$ cat src/rtl/wnv_pkg.sv
package wnv_pkg;

    localparam int unsigned AW = 8;
    localparam logic [AW-1:0] ADDR_WIPER = 8'h00;
    localparam logic [AW-1:0] ADDR_CTRL  = 8'h02;

    typedef enum logic [1:0] {
        SEL_WIPER,
        SEL_CTRL,
        SEL_NONE
    } reg_sel_e;

    function automatic reg_sel_e decode_addr(input logic [AW-1:0] a);
        if (a == ADDR_WIPER)     return SEL_WIPER;
        else if (a == ADDR_CTRL) return SEL_CTRL;
        else                     return SEL_NONE;
    endfunction

endpackage

$ cat src/rtl/wnv_timer.sv
module wnv_timer #(
    parameter int unsigned LEN           = 4,
    parameter bit          LOAD_AT_RESET = 1'b0
) (
    input  logic clk,
    input  logic rst_n,
    input  logic start,
    output logic active,
    output logic last
);

    localparam int unsigned CW = $clog2(LEN + 1);
    localparam logic [CW-1:0] LEN_V = CW'(LEN);
    localparam logic [CW-1:0] ONE_V = CW'(1);

    logic [CW-1:0] cnt_d, cnt_q;
    logic [CW-1:0] rst_val;

    generate
        if (LOAD_AT_RESET) begin : g_load
            assign rst_val = LEN_V;
        end else begin : g_idle
            assign rst_val = '0;
        end
    endgenerate

    always_comb begin
        cnt_d = cnt_q;
        if (start) begin
            cnt_d = LEN_V;
        end else if (cnt_q != '0) begin
            cnt_d = cnt_q - ONE_V;
        end
    end

    always_ff @(posedge clk or negedge rst_n) begin
        if (!rst_n) cnt_q <= rst_val;
        else        cnt_q <= cnt_d;
    end

    assign active = (cnt_q != '0);
    assign last   = (cnt_q == ONE_V);

    AST_TIMER_NO_RELOAD: assert property (@(posedge clk) disable iff (!rst_n)
        active |-> !start);

endmodule

$ cat src/rtl/wnv_satcnt.sv
module wnv_satcnt #(
    parameter int unsigned W = 16
) (
    input  logic         clk,
    input  logic         rst_n,
    input  logic         inc,
    output logic [W-1:0] count
);

    localparam logic [W-1:0] MAX_V = '1;
    localparam logic [W-1:0] ONE_V = W'(1);

    logic [W-1:0] count_d, count_q;

    always_comb begin
        count_d = count_q;
        if (inc && (count_q != MAX_V)) begin
            count_d = count_q + ONE_V;
        end
    end

    always_ff @(posedge clk or negedge rst_n) begin
        if (!rst_n) count_q <= '0;
        else        count_q <= count_d;
    end

    assign count = count_q;

    AST_COUNT_SAT: assert property (@(posedge clk) disable iff (!rst_n)
        (count_q == MAX_V) |=> (count_q == MAX_V));

endmodule

$ cat src/rtl/wnv_regs.sv
module wnv_regs
    import wnv_pkg::*;
#(
    parameter int unsigned W            = 7,
    parameter int unsigned DEFAULT_CODE = 64
) (
    input  logic          clk,
    input  logic          rst_n,
    input  logic          busy,
    input  logic          recall_last,
    input  logic          commit_last,
    input  logic          wr_en,
    input  logic [AW-1:0] wr_addr,
    input  logic [W:0]    wr_data,
    input  logic          stop_evt,
    input  logic          rstart_evt,
    input  logic [AW-1:0] rd_addr,
    output logic [W-1:0]  wiper,
    output logic [W-1:0]  stored_code,
    output logic [W:0]    rd_data,
    output logic          commit_start
);

    localparam logic [W-1:0] DEFAULT_V = W'(DEFAULT_CODE);

    typedef struct packed {
        logic [W-1:0] wiper;
        logic         mode;
        logic         pending;
        logic [W-1:0] staged;
        logic [W-1:0] stored;
    } regs_t;

    regs_t st_d, st_q;
    reg_sel_e wr_sel, rd_sel;

    assign wr_sel = decode_addr(wr_addr);
    assign rd_sel = decode_addr(rd_addr);

    always_comb begin
        st_d         = st_q;
        commit_start = 1'b0;

        if (recall_last) st_d.wiper  = st_q.stored;
        if (commit_last) st_d.stored = st_q.staged;

        if (wr_en && !busy) begin
            case (wr_sel)
                SEL_WIPER: begin
                    st_d.wiper = wr_data[W-1:0];
                    if (!st_q.mode) begin
                        st_d.pending = 1'b1;
                        st_d.staged  = wr_data[W-1:0];
                    end
                end
                SEL_CTRL: st_d.mode = wr_data[W];
                default: ;
            endcase
        end

        if (rstart_evt) begin
            st_d.pending = 1'b0;
        end else if (stop_evt && st_q.pending && !busy) begin
            commit_start = 1'b1;
            st_d.pending = 1'b0;
        end
    end

    always_ff @(posedge clk or negedge rst_n) begin
        if (!rst_n) begin
            st_q.wiper   <= '0;
            st_q.mode    <= 1'b0;
            st_q.pending <= 1'b0;
            st_q.staged  <= DEFAULT_V;
            st_q.stored  <= DEFAULT_V;
        end else begin
            st_q <= st_d;
        end
    end

    always_comb begin
        case (rd_sel)
            SEL_WIPER: rd_data = {1'b0, st_q.wiper};
            SEL_CTRL:  rd_data = {st_q.mode, {W{1'b0}}};
            default:   rd_data = '0;
        endcase
    end

    assign wiper       = st_q.wiper;
    assign stored_code = st_q.stored;

    AST_WIPER_TRACK: assert property (@(posedge clk) disable iff (!rst_n)
        (wr_en && !busy && wr_addr == ADDR_WIPER) |=> (wiper == $past(wr_data[W-1:0])));

    AST_MODE_KEEPS_WIPER: assert property (@(posedge clk) disable iff (!rst_n)
        (wr_en && !busy && wr_addr == ADDR_CTRL) |=> $stable(wiper));

    AST_STORE_ONLY_IN_COMMIT: assert property (@(posedge clk) disable iff (!rst_n)
        !busy |=> $stable(stored_code));

    AST_RSTART_CANCEL: assert property (@(posedge clk) disable iff (!rst_n)
        rstart_evt |=> !commit_start);

    AST_BUSY_FREEZE: assert property (@(posedge clk) disable iff (!rst_n)
        (busy && !recall_last) |=> $stable(wiper));

endmodule

$ cat src/rtl/wiper_nv_ctrl.sv
module wiper_nv_ctrl
    import wnv_pkg::*;
#(
    parameter int unsigned W             = 7,
    parameter int unsigned DEFAULT_CODE  = 64,
    parameter int unsigned RECALL_CYCLES = 600000,
    parameter int unsigned COMMIT_CYCLES = 4000000,
    parameter int unsigned CNT_W         = 16
) (
    input  logic             clk,
    input  logic             rst_n,
    input  logic             wr_en,
    input  logic [7:0]       wr_addr,
    input  logic [W:0]       wr_data,
    input  logic             stop_evt,
    input  logic             rstart_evt,
    input  logic [7:0]       rd_addr,
    output logic [W-1:0]     wiper,
    output logic             busy,
    output logic [W-1:0]     stored_code,
    output logic [W:0]       rd_data,
    output logic [CNT_W-1:0] nv_writes
);

    logic recall_active, recall_last;
    logic commit_active, commit_last;
    logic commit_start;

    wnv_timer #(.LEN(RECALL_CYCLES), .LOAD_AT_RESET(1'b1)) recall_tmr_i (
        .clk    (clk),
        .rst_n  (rst_n),
        .start  (1'b0),
        .active (recall_active),
        .last   (recall_last)
    );

    wnv_timer #(.LEN(COMMIT_CYCLES), .LOAD_AT_RESET(1'b0)) commit_tmr_i (
        .clk    (clk),
        .rst_n  (rst_n),
        .start  (commit_start),
        .active (commit_active),
        .last   (commit_last)
    );

    assign busy = recall_active | commit_active;

    wnv_regs #(.W(W), .DEFAULT_CODE(DEFAULT_CODE)) regs_i (
        .clk          (clk),
        .rst_n        (rst_n),
        .busy         (busy),
        .recall_last  (recall_last),
        .commit_last  (commit_last),
        .wr_en        (wr_en),
        .wr_addr      (wr_addr),
        .wr_data      (wr_data),
        .stop_evt     (stop_evt),
        .rstart_evt   (rstart_evt),
        .rd_addr      (rd_addr),
        .wiper        (wiper),
        .stored_code  (stored_code),
        .rd_data      (rd_data),
        .commit_start (commit_start)
    );

    wnv_satcnt #(.W(CNT_W)) wear_cnt_i (
        .clk   (clk),
        .rst_n (rst_n),
        .inc   (commit_start),
        .count (nv_writes)
    );

    AST_BUSY_FROM_STOP: assert property (@(posedge clk) disable iff (!rst_n)
        $rose(busy) |-> $past(stop_evt));

endmodule

$ cat config.mk
export PLATFORM = sky130hd
export DESIGN_NAME = wiper_nv_ctrl
export DESIGN_NICKNAME = d
export VERILOG_FILES = /design/src/rtl/wnv_pkg.sv /design/src/rtl/wnv_timer.sv /design/src/rtl/wnv_satcnt.sv /design/src/rtl/wnv_regs.sv /design/src/rtl/wiper_nv_ctrl.sv
export SDC_FILE = /design/constraint.sdc
export NUM_CORES = 1
export LEC_CHECK = 0
export CAP_MARGIN = 30
export CORE_MARGIN = 1
export CORE_UTILIZATION = 54
export CTS_CLUSTER_DIAMETER = 60
export DETAILED_ROUTE_END_ITERATION = 7
export PLACE_DENSITY_LB_ADDON = 0.2
export REMOVE_ABC_BUFFERS = 1
export SETUP_SLACK_MARGIN = 0.05
export SLEW_MARGIN = 20
export SYNTH_ARGS = -nofsm -noshare
export SYNTH_HDL_FRONTEND = slang
export SYNTH_SLANG_ARGS = --single-unit
$ cat constraint.sdc
create_clock -name clk -period 3.11 [get_ports clk]
set_clock_uncertainty 0.15 [all_clocks]
set_input_delay 0.311 -clock clk [delete_from_list [all_inputs] [get_ports clk]]
set_output_delay 0.311 -clock clk [all_outputs]
set_load 0.05 [all_outputs]
==> impl_results.md, run 1 <==
* Crit-path cells: or4_4, nor3_2, nand4_1, buf_4, buf_4
* F_max at approximately 340 MHz
* Count leader, synth: dfrtp_1
* # Post-CTS Setup Buffers at 0
* Num rows at 31
* Max Cap Violations at 0
* Min Tclk post-route at around 2900 ps
* Antenna viol nets, final at 0
* Routed length per instance at ~16 microns
* Finished Layout Cells at 560
* Final Util at 0.686
* GRT Overall Usage at 0.228
* Worst EP required at ~2700 ps
* Drt via density at about 5.7
* Largest net degree at the start of global routing at between 40 and 50
* # clock sinks at 81
* Synth unique cells at 52
* CP most frequent cell: buf_4
* RSZ-0062 raised after global routing: false
* Area share of the largest cell type after synthesis at 0.422
* CTS root buf: clkbuf_8
* Critical-path top delay cell: or4_4
* Avg Cell Area, Syn at about 11 sq um
* P_sw at 405 uW
* Sw frac at 0.222
* I/O pin total at 68
* Congestion Overflow GR at 0
* Post-placement cell count at around 540
* Starting Density at 0.568
* Clk pwr share at 0.386
* Comb power frac at 0.038
* Cells after Synth at 396
* Mapped Area at 4210 sq um
* Clock slew seen by the registers of the worst setup and hold paths at ~80 ps
* Post-route cell area at slightly above 5000 sq um
* DP Area at between 4000 and 5000 sq um
* # setup viols final at 0
* Reg2reg start: commit_tmr_i.cnt_q[3]
* IO buf count at 67
* Antenna Cells at 0
* Share of cells above drive strength 1 at 0.154
* RePlAce Congestion at between 0.8 and 0.9
* Leading area contributor after synthesis: dfrtp_1
* First-pass GRT wire length at about 15 mm
* Post-DP HPWL at around 6.5 mm
* Residual DRC at 0
* Crit Path Max Fanout at 10
* Post-layout power at ~1800 uW
* Initial antenna violation count at 0
* Part of the power in registers at 0.576
* Leak at 0.00225 uW
* Hold crit path type: in2async
* Final-report hold violation count at 0
* Post-synthesis sequential area ratio at 0.485
* Total number of H-tree levels at 3
* Clk_lat worst skew at ~350 ps
* Setup TNS at 0 ps
* Setup crit end: busy
* P_int at approximately 1400 uW
* Worst reg2reg setup slack at ~520 ps
* Crit. End Element: output pin
* WS Path Type: reg2out
* Number of global-route vias before repair at 3032
* Commonest cells in the netlist: dfrtp_1 (71), nor2_1 (29), xor2_1 (26), nand2_1 (25), nor3_1 (24)
* Clock Path Buffers at 2
* Max stage delay on crit path at about 600 ps
* Async SR Flop Fraction at 1.00
* PwrDens at 360 nW/um^2
* CP Launch Point: commit_tmr_i.cnt_q[3]
* Final Net Count at between 400 and 500
* Status: finished clean
* Syn-to-layout area delta at 20.9%
* Die width at 90.2 microns
* Die Y at 90.2 microns
* Slew of the pin with the lowest slew margin at 577 ps
* Total routed wirelength at roughly 9 mm
* Synth Register Bits at between 80 and 90
* Syn. warnings at 0
* Worst R2R End: regs_i.wiper[3]
* Core ar. at 7410 sq um
* Synth Flop Type: dfrtp_1
* Final period utilization at 0.933
* Initial DRC count at between 150 and 200
* Router iterations before antenna repair at 4
* Final Max Tran Viols at 0
* Total CTS buffers at 9
* Top cells by area, synth: dfrtp_1 (42%), dfstp_2 (6.2%), xor2_1 (5.4%), xnor2_1 (4.2%), nor3_1 (2.9%)
* CP startpoint kind: register
* Maximum vdd ir drop at 0.000269 V
* Post-synth EDFFs at 0
* Total die area at around 8100 sq um
* CTS tree: yes
* CP arrival at ~2400 ps
* Worst reg-to-reg path cell count at 5
* Vias at roughly 3200
* Relative slew slack at 0.612
==> worst max-delay path, delay by kind of cell (launching register included) <==
family / cells / cell delay [ps]
simple gates: 3 / 1180
buf+inv: 2 / 470
flops: 1 / 430
==> per-layer routing <==
metal	wire [microns]	global-route usage	vias to the layer above
li1	-	-	1523
met1	4090	0.312	1602
met2	4330	0.366	72
met3	351	0.0525	8
met4	93	0.0659	0
met5	0	0	-
==> logic make-up after synthesis <==
family / count (synthesis) / synth area share
simple gates: 183 / 0.249
flops: 81 / 0.485
xor+xnor: 46 / 0.0958
buf+inv: 30 / 0.0414
mux: 26 / 0.0732
compound gates: 24 / 0.0381
fa+ha+maj: 6 / 0.0179
==> worst min-delay path by stage <==
stage	start	to	depth (start not counted)
global route	rst_n	regs_i.wiper[0]	2
CTS	rst_n	regs_i.wiper[5]	2
floorplan	rst_n	commit_tmr_i.cnt_q[0]	0
finish	rst_n	regs_i.wiper[5]	2
detailed placement	rst_n	regs_i.wiper[5]	1
global placement	recall_tmr_i.cnt_q[8]	recall_tmr_i.cnt_q[8]	1
==> layout by cell type, fill, tap and decap left out, types with 3 or more instances in the layout <==
cell              n
a21oi_1           8
and2_1           14
and4_1            5
buf_4            13
clkbuf_8         11
clkdlybuf4s50_1  58
clkinvlp_4        3
dfrtp_1          71
dfstp_2          10
ha_1              6
inv_1             6
mux2_2           10
mux2_4            7
mux2i_1           9
nand2_1          25
nand2b_1          3
nand3_1          17
nand4_1          15
nor2_1           29
nor3_1           23
nor4_1           18
nor4b_1           4
o21ai_0           3
o31ai_1           3
or3_1             7
or4_1             3
xnor2_1          20
xor2_1           26
==> power by group through the flow <==
| stage | Sequential (uW) | Combinational, uW | Clock (uW) |
|---|---|---|---|
| 6_report | 1050 | 69.3 | 705 |
| 3_5_place_dp | 1070 | 70.1 | 0 |
| 3_3_place_gp | 1070 | 64.9 | 0 |
| 2_1_floorplan | 1070 | 3.83 | 0 |
| 4_1_cts | 1050 | 71.4 | 728 |
| 5_1_grt | 1050 | 76.5 | 768 |
==> timing repair <==
item / CTS / global route
resized for setup: 1 / 1
hold buffers: 1 / 0
endpoints found under the setup margin: 1 / 1
hold endpoints to repair: 31 / 0
==> sequential cells by signal (all words and copies together), names as in the netlist <==
| register | count |
|---|---|
| recall_tmr_i.cnt_q | 20 |
| regs_i.st_q | 9 |
| commit_tmr_i.cnt_q | 22 |
| wear_cnt_i.count | 16 |
| regs_i.stored_code | 7 |
| regs_i.wiper | 7 |
==> through the flow <==
step | hold slack [ps] | worst slack [ps]
CTS | 322 | 124
finish | 317 | 207
floorplan | -135 | 33.4
global route | 356 | 53.8
detailed placement | 164 | 403
global placement | 330 | 450
==> layout make-up <==
cell class	count	area, sq um
Inverter	6	22.5
Clock buffer	12	155
Sequential cell	81	2040
Multi-Input combinational cell	285	2000
Tap cell	99	124
Clock inverter	4	27.5
Timing Repair Buffer	73	716
Fill cell	590	2330
Power figures use the tool's default switching activity.
==> run 2, diff against run 1 <==
--- a/config.mk
+++ b/config.mk
@@ -9,6 +9,7 @@
 export CORE_MARGIN = 1
 export CORE_UTILIZATION = 54
 export CTS_CLUSTER_DIAMETER = 60
+export CTS_CLUSTER_SIZE = 14
 export DETAILED_ROUTE_END_ITERATION = 7
 export PLACE_DENSITY_LB_ADDON = 0.2
 export REMOVE_ABC_BUFFERS = 1
==> results of run 2 <==
Final layout, timing and power as in run 1 (identical DEF).
==> run 3, diff against run 2 <==
--- a/config.mk
+++ b/config.mk
@@ -12,6 +12,7 @@
 export CTS_CLUSTER_SIZE = 14
 export DETAILED_ROUTE_END_ITERATION = 7
 export PLACE_DENSITY_LB_ADDON = 0.2
+export RECOVER_POWER = 50
 export REMOVE_ABC_BUFFERS = 1
 export SETUP_SLACK_MARGIN = 0.05
 export SLEW_MARGIN = 20
==> run 3 against run 2 <==
Net effect:
- the flow now finishes with violations (max-capacitance violations, max-slew violations)
- clock power is essentially flat
- fmax about the same
- count of clock-buffer cells in the layout did not move
- sequential share of layout area grew 0.059 points
- via count is 0.28% lower
==> impl_results.md, run 3 (synthesis results as in run 1) <==
* Antenna Cells at 0 (unchanged)
* Finished Layout Cells at 560 (unchanged)
* Post-placement cell count at 543 (unchanged)
* Routed length per instance at 15.8 microns (about the same)
* Antenna viol nets, final at 0 (unchanged)
* Max reg flops at 22 (unchanged)
* Final Max Tran Viols at 37 (was 0)
* Residual DRC at 0 (unchanged)
* Total die area at 8140 sq um (unchanged)
* Hold crit path type: reg2reg (was in2async)
* IO buf count at 67 (unchanged)
* Crit Path Max Fanout at 10 (unchanged)
* Post-Place Worst Slack at 403 ps (unchanged)
* Largest net degree at the start of global routing at 46 (unchanged)
* Total number of H-tree levels at 3 (unchanged)
* Number of global-route vias before repair at 3032 (unchanged)
* Commonest non-fill, non-tap cell in the layout: dfrtp_1 (unchanged)
* # clock sinks at 81 (unchanged)
* CTS tree: yes (unchanged)
* # setup viols final at 0 (unchanged)
* Maximum vdd ir drop at 0.000269 V (about the same)
* Initial DRC count at 181 (was 182)
* Post-layout power at 1830 uW (about the same)
* WS Path Type: reg2out (unchanged)
* Total routed wirelength at 8.84 mm (was 8.86 mm)
* Met1 wire length at 4.10 mm (was 4.09 mm)
* Final-report hold violation count at 0 (unchanged)
* Met3 WL at 335 microns (was 351 microns)
* Commonest cells after routing, fill and taps aside: dfrtp_1 (71), clkdlybuf4s50_1 (45), nor2_1 (29), xor2_1 (26), nand2_1 (25) (was dfrtp_1 (71), clkdlybuf4s50_1 (58), nor2_1 (29), xor2_1 (26), nand2_1 (25))
* Max Used Layer: met4 (unchanged)
* Setup TNS at 0 ps (unchanged)
* CP arrival at 2440 ps (about the same)
* Failing checks: max-capacitance violations, max-slew violations
* Vias at 3196 (was 3205)
* Metal2 WL at 4.31 mm (was 4.33 mm)
* Num rows at 31 (unchanged)
* Worst EP required at 2650 ps (about the same)
* Total CTS buffers at 9 (unchanged)
* Initial antenna violation count at 0 (unchanged)
* Syn-to-layout area delta at 20.7% (was 20.9%)
* Relative slew slack at -0.379 (was 0.612)
* I/O pin total at 68 (unchanged)
* F_max at 345 MHz (was 344 MHz)
* Clock Path Buffers at 2 (unchanged)
* Share of cells above drive strength 1 at 0.150 (was 0.154)
* RePlAce Congestion at 0.812 (unchanged)
* Leak at 0.00225 uW (about the same)
* Die width at 90.2 microns (unchanged)
* CTS root buf: clkbuf_8 (unchanged)
* RSZ-0062 raised after global routing: false (unchanged)
* Starting Density at 0.568 (unchanged)
* Die Y at 90.2 microns (unchanged)
* Router iterations before antenna repair at 4 (unchanged)
* Core ar. at 7410 sq um (unchanged)
* Clock slew seen by the registers of the worst setup and hold paths at 80 ps (about the same)
* Final Net Count at 491 (unchanged)
* Final period utilization at 0.933 (about the same)
* Drt via density at 5.71 (was 5.72)
* Biggest register: commit_tmr_i.cnt_q (unchanged)
* Clk_lat worst skew at 350 ps (about the same)
* Min Tclk post-route at 2900 ps (about the same)
* Final WS setup at 208 ps (was 207 ps)
* Status: finished, violations left (was finished clean)
* Post-DP HPWL at 6.50 mm (unchanged)
* First-pass GRT wire length at 14.7 mm (unchanged)
* Max Cap Violations at 1 (was 0)
* CP startpoint kind: register (unchanged)
* Crit. End Element: output pin (unchanged)
* Slew of the pin with the lowest slew margin at 2070 ps (was 577 ps)
* Congestion Overflow GR at 0 (unchanged)
* GRT Overall Usage at 0.228 (unchanged)
* PwrDens at 360 nW/um^2 (about the same)
run 3: where the power goes:
group | internal (uW) | switching, uW
Clock | 332 | 373
Sequential | 1050 | 0.138
Combinational | 36.9 | 32.0
run 3: layout make-up:
cell class / instances / area, sq um
fillers: 592 / 2330
repair buffers: 73 / 708
multi-input cells: 285 / 2000
clock inverters: 4 / 27.5
well taps: 99 / 124
clock buffers: 12 / 155
flip-flops and latches: 81 / 2040
inverters: 6 / 22.5
run 3: final timing paths:
check                                      start                    end  slack (ps)  cells after the start
max                        commit_tmr_i.cnt_q[3]                   busy         210                      5
min                        recall_tmr_i.cnt_q[8]  recall_tmr_i.cnt_q[8]         350                      1
max reg2reg                commit_tmr_i.cnt_q[3]        regs_i.wiper[3]         520                      5
min reg2reg                recall_tmr_i.cnt_q[8]  recall_tmr_i.cnt_q[8]         350                      1
max in group asynchronous                  rst_n  recall_tmr_i.cnt_q[4]         690                      2
min in group asynchronous                  rst_n        regs_i.wiper[5]         940                      2
run 3: stage by stage:
| step | hold WS [ps] | utilization | area (sq um) |
|---|---|---|---|
| CTS | 322 | 0.686 | 5080 |
| finish | 348 | 0.685 | 5070 |
| detailed placement | 164 | 0.659 | 4880 |
| floorplan | -135 | - | 4050 |
| global route | 358 | 0.685 | 5070 |
| global placement | 330 | 0.655 | 4860 |
run 3: critical path, stage by stage (launching register included):
cell and delay, ps:
dfrtp_1 430, or4_4 600, nor3_2 290, nand4_1 290
buf_4 270, buf_4 200
run 3: routing by layer:
metal,global-route usage,up-vias
li1,-,1522
met1,0.312,1596
met2,0.366,70
met3,0.0525,8
met4,0.0659,0
met5,0,-
run 3: timing repair:
item	in CTS	in global routing
hold buffers	1	0
setup endpoints to repair	1	1
resized for setup	1	1
endpoints found under the hold margin	31	0
buffers inserted	0	0
